===== src/rtl/lbt_pkg.sv =====
package lbt_pkg;

  // Operating mode of the trigger controller.
  typedef enum logic [1:0] {
    MODE_WATCH = 2'd0,  // transitions are stamped and judged
    MODE_RECV  = 2'd1,  // a packet is being received, line is blind
    MODE_QUIET = 2'd2   // a transmit attempt took the line, blind
  } lbt_mode_e;

endpackage


===== src/rtl/lbt_reset_sync.sv =====
module lbt_reset_sync #(
  parameter int unsigned STAGES = 2
) (
  input  logic clk_i,
  input  logic rst_ni,
  output logic rst_no
);

  logic [STAGES-1:0] chain_q;
  logic [STAGES-1:0] chain_d;

  always_comb begin
    chain_d = {chain_q[STAGES-2:0], 1'b1};
  end

  always_ff @(posedge clk_i or negedge rst_ni) begin
    if (!rst_ni) begin
      chain_q <= '0;
    end else begin
      chain_q <= chain_d;
    end
  end

  assign rst_no = chain_q[STAGES-1];

endmodule


===== src/rtl/lbt_edge_sense.sv =====
module lbt_edge_sense (
  input  logic clk_i,
  input  logic rst_ni,
  input  logic line_i,
  output logic edge_o
);

  logic level_q;
  logic level_d;

  always_comb begin
    level_d = line_i;
    edge_o  = line_i ^ level_q;
  end

  always_ff @(posedge clk_i or negedge rst_ni) begin
    if (!rst_ni) begin
      level_q <= 1'b0;
    end else begin
      level_q <= level_d;
    end
  end

endmodule


===== src/rtl/lbt_stamp_ring.sv =====
module lbt_stamp_ring #(
  parameter int unsigned DEPTH = 4,
  parameter int unsigned TS_W  = 16
) (
  input  logic            clk_i,
  input  logic            rst_ni,
  input  logic            wr_en_i,
  input  logic [TS_W-1:0] stamp_i,
  output logic [TS_W-1:0] oldest_val_o,
  output logic            oldest_vld_o,
  output logic [TS_W-1:0] newest_val_o,
  output logic            newest_vld_o
);

  localparam int unsigned IDX_W = (DEPTH > 1) ? $clog2(DEPTH) : 1;
  localparam logic [IDX_W-1:0] LAST_IDX = IDX_W'(DEPTH - 1);

  logic [IDX_W-1:0] wr_idx_q;
  logic [IDX_W-1:0] wr_idx_d;
  logic [IDX_W-1:0] nxt_idx;
  logic [IDX_W-1:0] prv_idx;

  logic [TS_W-1:0] slot_val [DEPTH];
  logic            slot_vld [DEPTH];

  always_comb begin
    nxt_idx  = (wr_idx_q == LAST_IDX) ? '0 : wr_idx_q + 1'b1;
    prv_idx  = (wr_idx_q == '0) ? LAST_IDX : wr_idx_q - 1'b1;
    wr_idx_d = wr_en_i ? nxt_idx : wr_idx_q;
  end

  always_ff @(posedge clk_i or negedge rst_ni) begin
    if (!rst_ni) begin
      wr_idx_q <= '0;
    end else begin
      wr_idx_q <= wr_idx_d;
    end
  end

  // One register slot per ring entry, each with its own write enable.
  for (genvar g = 0; g < DEPTH; g++) begin : g_slot
    logic            we;
    logic [TS_W-1:0] val_q;
    logic            vld_q;

    always_comb begin
      we = wr_en_i && (wr_idx_q == IDX_W'(g));
    end

    always_ff @(posedge clk_i or negedge rst_ni) begin
      if (!rst_ni) begin
        val_q <= '0;
        vld_q <= 1'b0;
      end else if (we) begin
        val_q <= stamp_i;
        vld_q <= 1'b1;
      end
    end

    assign slot_val[g] = val_q;
    assign slot_vld[g] = vld_q;
  end

  // The slot about to be overwritten holds the oldest stamp.
  always_comb begin
    oldest_val_o = slot_val[nxt_idx];
    oldest_vld_o = slot_vld[nxt_idx];
    newest_val_o = slot_val[prv_idx];
    newest_vld_o = slot_vld[prv_idx];
  end

endmodule


===== src/rtl/lbt_window_judge.sv =====
module lbt_window_judge #(
  parameter int unsigned TS_W   = 16,
  parameter int unsigned WINDOW = 20
) (
  input  logic [TS_W-1:0] stamp_i,
  input  logic [TS_W-1:0] oldest_val_i,
  input  logic            oldest_vld_i,
  input  logic [TS_W-1:0] newest_val_i,
  input  logic            newest_vld_i,
  output logic            hit_o,
  output logic [TS_W-1:0] age_o
);

  localparam logic [TS_W-1:0] WIN_LIM = TS_W'(WINDOW);

  logic [TS_W-1:0] span;

  // Differences wrap naturally at the counter width.
  always_comb begin
    span  = stamp_i - oldest_val_i;
    hit_o = oldest_vld_i && (span < WIN_LIM);
    age_o = newest_vld_i ? (stamp_i - newest_val_i) : '1;
  end

endmodule


===== src/rtl/lbt_arm_ctrl.sv =====
module lbt_arm_ctrl
  import lbt_pkg::*;
(
  input  logic clk_i,
  input  logic rst_ni,
  input  logic edge_i,
  input  logic hit_i,
  input  logic rearm_i,
  input  logic tx_req_i,
  output logic accept_o,
  output logic rx_start_o,
  output logic rx_busy_o,
  output logic mon_en_o,
  output logic tx_grant_o,
  output logic tx_collide_o
);

  lbt_mode_e mode_q, mode_d;
  logic      start_q, start_d;
  logic      grant_q, grant_d;
  logic      coll_q, coll_d;
  logic      busy_eff;

  always_comb begin
    // A transmit attempt or a re-arm in this cycle masks the transition.
    accept_o = edge_i && (mode_q == MODE_WATCH) && !rearm_i && !tx_req_i;
    // Re-arm is applied before the collision check.
    busy_eff = (mode_q == MODE_RECV) && !rearm_i;
    start_d  = accept_o && hit_i;
    grant_d  = tx_req_i && !busy_eff;
    coll_d   = tx_req_i && busy_eff;

    mode_d = mode_q;
    if (tx_req_i) begin
      mode_d = busy_eff ? MODE_RECV : MODE_QUIET;
    end else if (rearm_i) begin
      mode_d = MODE_WATCH;
    end else if (start_d) begin
      mode_d = MODE_RECV;
    end
  end

  always_ff @(posedge clk_i or negedge rst_ni) begin
    if (!rst_ni) begin
      mode_q  <= MODE_WATCH;
      start_q <= 1'b0;
      grant_q <= 1'b0;
      coll_q  <= 1'b0;
    end else begin
      mode_q  <= mode_d;
      start_q <= start_d;
      grant_q <= grant_d;
      coll_q  <= coll_d;
    end
  end

  always_comb begin
    rx_start_o   = start_q;
    rx_busy_o    = (mode_q == MODE_RECV);
    mon_en_o     = (mode_q == MODE_WATCH);
    tx_grant_o   = grant_q;
    tx_collide_o = coll_q;
  end

endmodule


===== src/rtl/line_burst_trigger.sv =====
module line_burst_trigger #(
  parameter int unsigned EDGE_CNT = 4,
  parameter int unsigned TS_W     = 16,
  parameter int unsigned WINDOW   = 20
) (
  input  logic            clk_i,
  input  logic            rst_ni,
  input  logic            line_i,
  input  logic [TS_W-1:0] stamp_i,
  input  logic            rearm_i,
  input  logic            tx_req_i,
  output logic            rx_start_o,
  output logic            rx_busy_o,
  output logic            mon_en_o,
  output logic            tx_grant_o,
  output logic            tx_collide_o,
  output logic [TS_W-1:0] since_edge_o
);

  logic            rst_n_sync;
  logic            edge_seen;
  logic            accept;
  logic            hit;
  logic [TS_W-1:0] oldest_val;
  logic            oldest_vld;
  logic [TS_W-1:0] newest_val;
  logic            newest_vld;

  lbt_reset_sync #(.STAGES(2)) u_rst (
    .clk_i  (clk_i),
    .rst_ni (rst_ni),
    .rst_no (rst_n_sync)
  );

  lbt_edge_sense u_edge (
    .clk_i  (clk_i),
    .rst_ni (rst_n_sync),
    .line_i (line_i),
    .edge_o (edge_seen)
  );

  lbt_stamp_ring #(.DEPTH(EDGE_CNT), .TS_W(TS_W)) u_ring (
    .clk_i        (clk_i),
    .rst_ni       (rst_n_sync),
    .wr_en_i      (accept),
    .stamp_i      (stamp_i),
    .oldest_val_o (oldest_val),
    .oldest_vld_o (oldest_vld),
    .newest_val_o (newest_val),
    .newest_vld_o (newest_vld)
  );

  lbt_window_judge #(.TS_W(TS_W), .WINDOW(WINDOW)) u_judge (
    .stamp_i      (stamp_i),
    .oldest_val_i (oldest_val),
    .oldest_vld_i (oldest_vld),
    .newest_val_i (newest_val),
    .newest_vld_i (newest_vld),
    .hit_o        (hit),
    .age_o        (since_edge_o)
  );

  lbt_arm_ctrl u_ctrl (
    .clk_i        (clk_i),
    .rst_ni       (rst_n_sync),
    .edge_i       (edge_seen),
    .hit_i        (hit),
    .rearm_i      (rearm_i),
    .tx_req_i     (tx_req_i),
    .accept_o     (accept),
    .rx_start_o   (rx_start_o),
    .rx_busy_o    (rx_busy_o),
    .mon_en_o     (mon_en_o),
    .tx_grant_o   (tx_grant_o),
    .tx_collide_o (tx_collide_o)
  );

endmodule


===== config.mk =====
export PLATFORM = sky130hd
export DESIGN_NAME = line_burst_trigger
export DESIGN_NICKNAME = d
export VERILOG_FILES = /design/src/rtl/lbt_pkg.sv /design/src/rtl/lbt_reset_sync.sv /design/src/rtl/lbt_edge_sense.sv /design/src/rtl/lbt_stamp_ring.sv /design/src/rtl/lbt_window_judge.sv /design/src/rtl/lbt_arm_ctrl.sv /design/src/rtl/line_burst_trigger.sv
export SDC_FILE = /design/constraint.sdc
export NUM_CORES = 1
export LEC_CHECK = 0
export BUFFER_PORTS_ARGS = -buffer_cell sky130_fd_sc_hd__buf_2
export CAP_MARGIN = 0
export CELL_PAD_IN_SITES_DETAIL_PLACEMENT = 1
export CELL_PAD_IN_SITES_GLOBAL_PLACEMENT = 1
export CORE_MARGIN = 1.5
export CORE_UTILIZATION = 45
export CTS_BUF_LIST = sky130_fd_sc_hd__clkbuf_16
export DETAILED_ROUTE_END_ITERATION = 12
export GPL_TIMING_DRIVEN = 1
export PLACE_DENSITY = 0.81
export SYNTH_ARGS = -nofsm -noshare
export SYNTH_HDL_FRONTEND = slang
export SYNTH_SLANG_ARGS = --single-unit

===== constraint.sdc =====
create_clock -name clk_i -period 4.66 [get_ports clk_i]
set_input_delay 0.932 -clock clk_i [delete_from_list [all_inputs] [get_ports clk_i]]
set_output_delay 0.932 -clock clk_i [all_outputs]
set_load 0.005 [all_outputs]

**After elaboration in Yosys (flattened, before gate mapping)**

Cells that the tools add are included.

- Register bits after elaboration: 78
- Bits of input ports: 21
- Word-level logic and storage cells: 66

- Add/subtract/negate cells: 4
- Order comparisons: 3
- Equal/unequal tests: 4
- Muxes and demuxes: 19
- Bitwise logic cells: 3
- Reductions and logical operators: 18

Operator list:

| kind | number |
|---|---|
| 16-bit two-way mux | 5 |
| 16-bit binary-select mux with 2-bit select | 2 |
| 16-bit subtractor | 2 |
| 16-bit by 5-bit < comparator with 1-bit output (second input constant) | 1 |
| 1-bit logical AND | 12 |
| 2-bit two-way mux | 6 |
| 3-bit >= comparator (second input constant) | 2 |
| 2-bit inverter with 3-bit output | 2 |
| 1-bit binary-select mux with 2-bit select | 2 |
| 2-bit by 1-bit equality test with 1-bit output (second input constant) | 2 |
| 2-bit equality test (second input constant) | 2 |
| 2-bit logical NOT | 2 |
| 1-bit two-way mux | 4 |
| 1-bit logical NOT | 3 |
| 3-bit nonzero test | 1 |
| 2-bit by 1-bit adder with 2-bit output (second input constant) | 1 |
| 2-bit by 1-bit subtractor with 2-bit output (second input constant) | 1 |
| 1-bit bitwise XOR | 1 |

**Depth between registers and ports, before layout**

- Word-level depth: 13
- Mapped depth: 16
- Gate-level depth less buffers: 14

**By module**

Synthesis repeated with hierarchy kept, for this count alone.

- Cell total of the unflattened synthesis: 458
- Area, all modules: 5601.6 µm²

By module, submodules not included:

| module | times used | cells an instance | area an instance (µm²) |
|---|---|---|---|
| lbt_stamp_ring | 1 | 199 | 3689.8 |
| lbt_window_judge | 1 | 235 | 1609.0 |
| lbt_arm_ctrl | 1 | 19 | 215.2 |
| lbt_reset_sync | 1 | 3 | 53.8 |
| lbt_edge_sense | 1 | 2 | 33.8 |

**Worst setup path before layout**

Ideal clock, no wire load.

- Path type: reg-to-output
- Start: register u_ring.wr_idx_q[0]
- End: output port since_edge_o[15]
- Arrival time: 3921 ps
- Data required time: 3728 ps
- Path slack: -193 ps
- Cell stages (with the launch flop): 15
- Path buffers: 2
- Path through: dfrtp_1 > inv_1 > ha_1 > buf_6 > buf_1 > mux4_2 > inv_1 > ha_1 > a21o_1 > a21oi_1 > a31oi_1 > a31o_2 > a2111oi_0 > nor4_1 > o21ai_0

- Cells in the longest elaborated chain, start to end: 8

Ends and longest elaborated chain:

| what | line | source |
|---|---|---|
| from (decl) | lbt_stamp_ring.sv:18 | `logic [IDX_W-1:0] wr_idx_q;` |
| from (signal assigned) | lbt_stamp_ring.sv:36 | `wr_idx_q <= wr_idx_d;` |
| 2-bit by 1-bit subtractor with 2-bit output or 2-bit logical NOT (tied branches) | lbt_stamp_ring.sv:28 | `prv_idx = (wr_idx_q == '0) ? LAST_IDX : wr_idx_q - 1'b1;` |
| 2-bit two-way mux (*) | lbt_stamp_ring.sv:28 |  |
| 2-bit inverter with 3-bit output (implied by the code) (*) | lbt_stamp_ring.sv:68, lbt_stamp_ring.sv:69 |  |
| 16-bit binary-select mux with 2-bit select | lbt_stamp_ring.sv:68 | `newest_val_o = slot_val[prv_idx];` |
| 16-bit two-way mux (implied by the code) (2 in a row) | lbt_stamp_ring.sv:68 |  |
| 16-bit subtractor | lbt_window_judge.sv:22 | `age_o = newest_vld_i ? (stamp_i - newest_val_i) : '1;` |
| 16-bit two-way mux (*) | lbt_window_judge.sv:22 |  |
| to (decl) | line_burst_trigger.sv:17 | `output logic [TS_W-1:0] since_edge_o` |

Every way passes the cells marked *; elsewhere a longest branch is shown, timed or not. The select of a mux whose other input is x is not followed.

**Worst setup path after layout**

- Start: register u_ring.wr_idx_q[1]
- End: output port since_edge_o[13]

Same word-level chain as after synthesis.

==> impl_metrics.ini <==
[outcome]
status = complete, but fails checks
violations = DRC

[yosys]
synth_common_cells = dfrtp_1, mux2_2, inv_1
synthCells = 469
synth-edff-count = 0
synth.area.top_cells = dfrtp_1, mux2_2, mux4_2
synth.avg_cell_area_um2 = 11.5
yosysWarnings = 0
synth_flop_cell = dfrtp_1
synth_seq_cells = 78
post-synth-top-count-cell = dfrtp_1
synth_top_area_share_pct = 36.2
synth_seq_area_share_pct = 36.2
synth_top_cell_by_area = dfrtp_1
syn-cell-area_um2 = 5400
ys_async_sr_fraction_pct = 100
synth_fp_nets = 524
synth.distinct_cells = 61

[place]
place.detailed.hpwl_mm = 10.7
gp_routability_congestion = 0.834
numPortBuffers = 41

[global_route]
antenna_found_initial = 0
grt_util_all_layers_pct = 25.9
grt_pass1_vias = 4681
grt_pass1_wl_mm = 25.2
overflow = 0
grt_max_degree = 77

[critical_path]
cp_max_fo = 7
critical_path.top_delay_family = compound AO/OA/AOI/OAI gates
cp_common_cell = inv_2
r2r_start = u_ring.wr_idx_q[0]$_DFFE_PN0P_
worstSetupPathType = reg -> out
critPathCapture = since_edge_o[13]
rrSetupSlack_ns = 0.35
cp_num_buf_inv = 3
cp-end-kind = primary output
r2r_cells = 14
startpoint_type = flop
crit_arrival_ns = 3.71
r2r-end = u_ctrl.mode_q[0]$_DFFE_PN0P_
crit_start = u_ring.wr_idx_q[1]$_DFFE_PN0P_
cp_slowest_stage_delay_ns = 0.54
cp.depth = 13
path_cells = inv_2, ha_4, mux4_2, inv_2, ha_1, nor2b_2, o2111ai_4, a31oi_4, a31o_4, a21o_1, a21oi_2, mux2_2, buf_2
crit_path_top_delay_cell = mux4_2
cp.required_ns = 3.73

[die]
pin_count = 42
rows = 39
dieHeight_um = 113
dieWidth_um = 113
dieArea_um2 = 12700
coreArea_um2 = 11600
start_util_pct = 46.7

[route]
drt_iter0_markers = 209
route.detailed.drc = 2
ant_nets = 0
vias = 4275
vias_per_cell = 6.24
routed_wl_mm = 16.0
wire_per_inst_um = 23.4
drt_pass1_iterations = 8

[cts]
cts_tree = done
root_buffer = clkbuf_16
cts_sinks = 78
clk_latency_ns = 0.35
clockBufferDepth = 2
cts.clk_slew.worst_paths_ns = 0.06
ctsHtreeMaxLevel = 3
cts_inserted_buffers = 9
hold_buffers = 0

[timing]
hold_viol_final = 0
skew_ns = 0.00730
min_period_over_period_pct = 99.6
finalCriticalPeriod_ns = 4.64
max_freq_mhz = 215
final_max_slew_viol_count = 0
tightest_slew_ns = 1.10
slew_headroom_pct = 26.2
setup_viol = 0
fin_tns_setup_ns = 0
rsz0062_at_grt = true

[cells_and_area]
fillCellCount = 1200
drive_above_1_share_pct = 39.9
fin_nets = 592
area_growth_pct = 21.4
diodes = 0

[run]
maxCapViolCount = 0

[min_path]
min_path_type = reg -> reg
timing repair:
action	4_1_cts	5_1_grt
endpoints found under the hold margin	0	0
gates resized for setup	19	31
pin swaps	6	20
buffers inserted	10	9
endpoints found under the setup margin	8	7
flip-flops by register name, summed over array words and instances, names as in the netlist:
| register | flops |
|---|---|
| u_ring.g_slot.val_q | 64 |
| u_ring.g_slot.vld_q | 4 |
| u_ctrl.mode_q | 2 |
| u_ring.wr_idx_q | 2 |
| u_rst.chain_q | 2 |
| u_ctrl.rx_start_o | 1 |
| u_ctrl.tx_collide_o | 1 |
| u_ctrl.tx_grant_o | 1 |
| u_edge.level_q | 1 |
worst min-delay path by stage:
| stage | from | endpoint | slack (ns) | depth (start not counted) |
|---|---|---|---|---|
| 2_1_floorplan | u_rst.chain_q[0]$_DFF_PN0_ | u_rst.chain_q[1]$_DFF_PN0_ | 0.33 | 0 |
| 3_3_place_gp | u_rst.chain_q[0]$_DFF_PN0_ | u_rst.chain_q[1]$_DFF_PN0_ | 0.34 | 0 |
| 3_5_place_dp | u_rst.chain_q[0]$_DFF_PN0_ | u_rst.chain_q[1]$_DFF_PN0_ | 0.34 | 0 |
| 4_1_cts | rst_ni | u_rst.chain_q[0]$_DFF_PN0_ | 0.35 | 1 |
| 5_1_grt | rst_ni | u_rst.chain_q[0]$_DFF_PN0_ | 0.36 | 1 |
| 6_report | u_rst.chain_q[0]$_DFF_PN0_ | u_rst.chain_q[1]$_DFF_PN0_ | 0.35 | 0 |
placed cells by master, fill, tap and decap left out, types with 9 or more instances in the layout:
master,count
dfrtp_1,77
mux2_2,62
buf_2,41
inv_1,39
nand2_1,38
mux4_2,29
buf_4,28
ha_1,24
nor2_1,14
o21ai_0,13
a21o_1,12
nand2b_1,11
xnor2_1,11
a21oi_1,10
clkbuf_16,9
stage by stage:
stage	utilization (%)	setup WS [ns]	cell area, um^2	std cells	hold WS, ns
after global routing	56.7	-0.114	6550	685	0.355
after CTS	54.5	-0.0256	6300	676	0.350
after detailed placement	50.3	-0.141	5820	650	0.343
after global placement	50.3	0.00684	5820	650	0.338
after floorplan	-	0.0882	5400	469	0.331
final	56.7	0.0179	6550	685	0.352
metal layers:
metal | part of all wire, % | GRT usage, %
met2 | 51 | 44.8
met4 | 2.8 | 10.6
met3 | 3.9 | 4.64
met1 | 42 | 32.2
met5 | 0 | 0
kinds of logic (layout without fill, tap and decap cells):
logic type,count (synthesis),after routing,synth area share [%]
multiplexers,102,102,28.4
AND/OR/NAND/NOR,99,99,9.53
AO/OA/AOI/OAI,83,83,11.2
flip-flops,78,78,36.2
buffers and inverters,56,129,4.06
adder cells (fa/ha/maj),34,34,8.02
XOR/XNOR,16,16,2.60
other,1,1,0.0695
cell type report:
type	count	area, um^2	area share [%]
Multi-Input combinational cell	335	3490	53.3
Sequential cell	78	1950	29.8
Timing Repair Buffer	72	467	7.12
Clock buffer	9	225	3.44
Tap cell	143	179	2.73
Inverter	41	154	2.35
Clock inverter	7	83.8	1.28
Power is left out: the tool's default activity adds up to more than one toggle a clock period on the data nets, which glitch-free logic cannot reach.
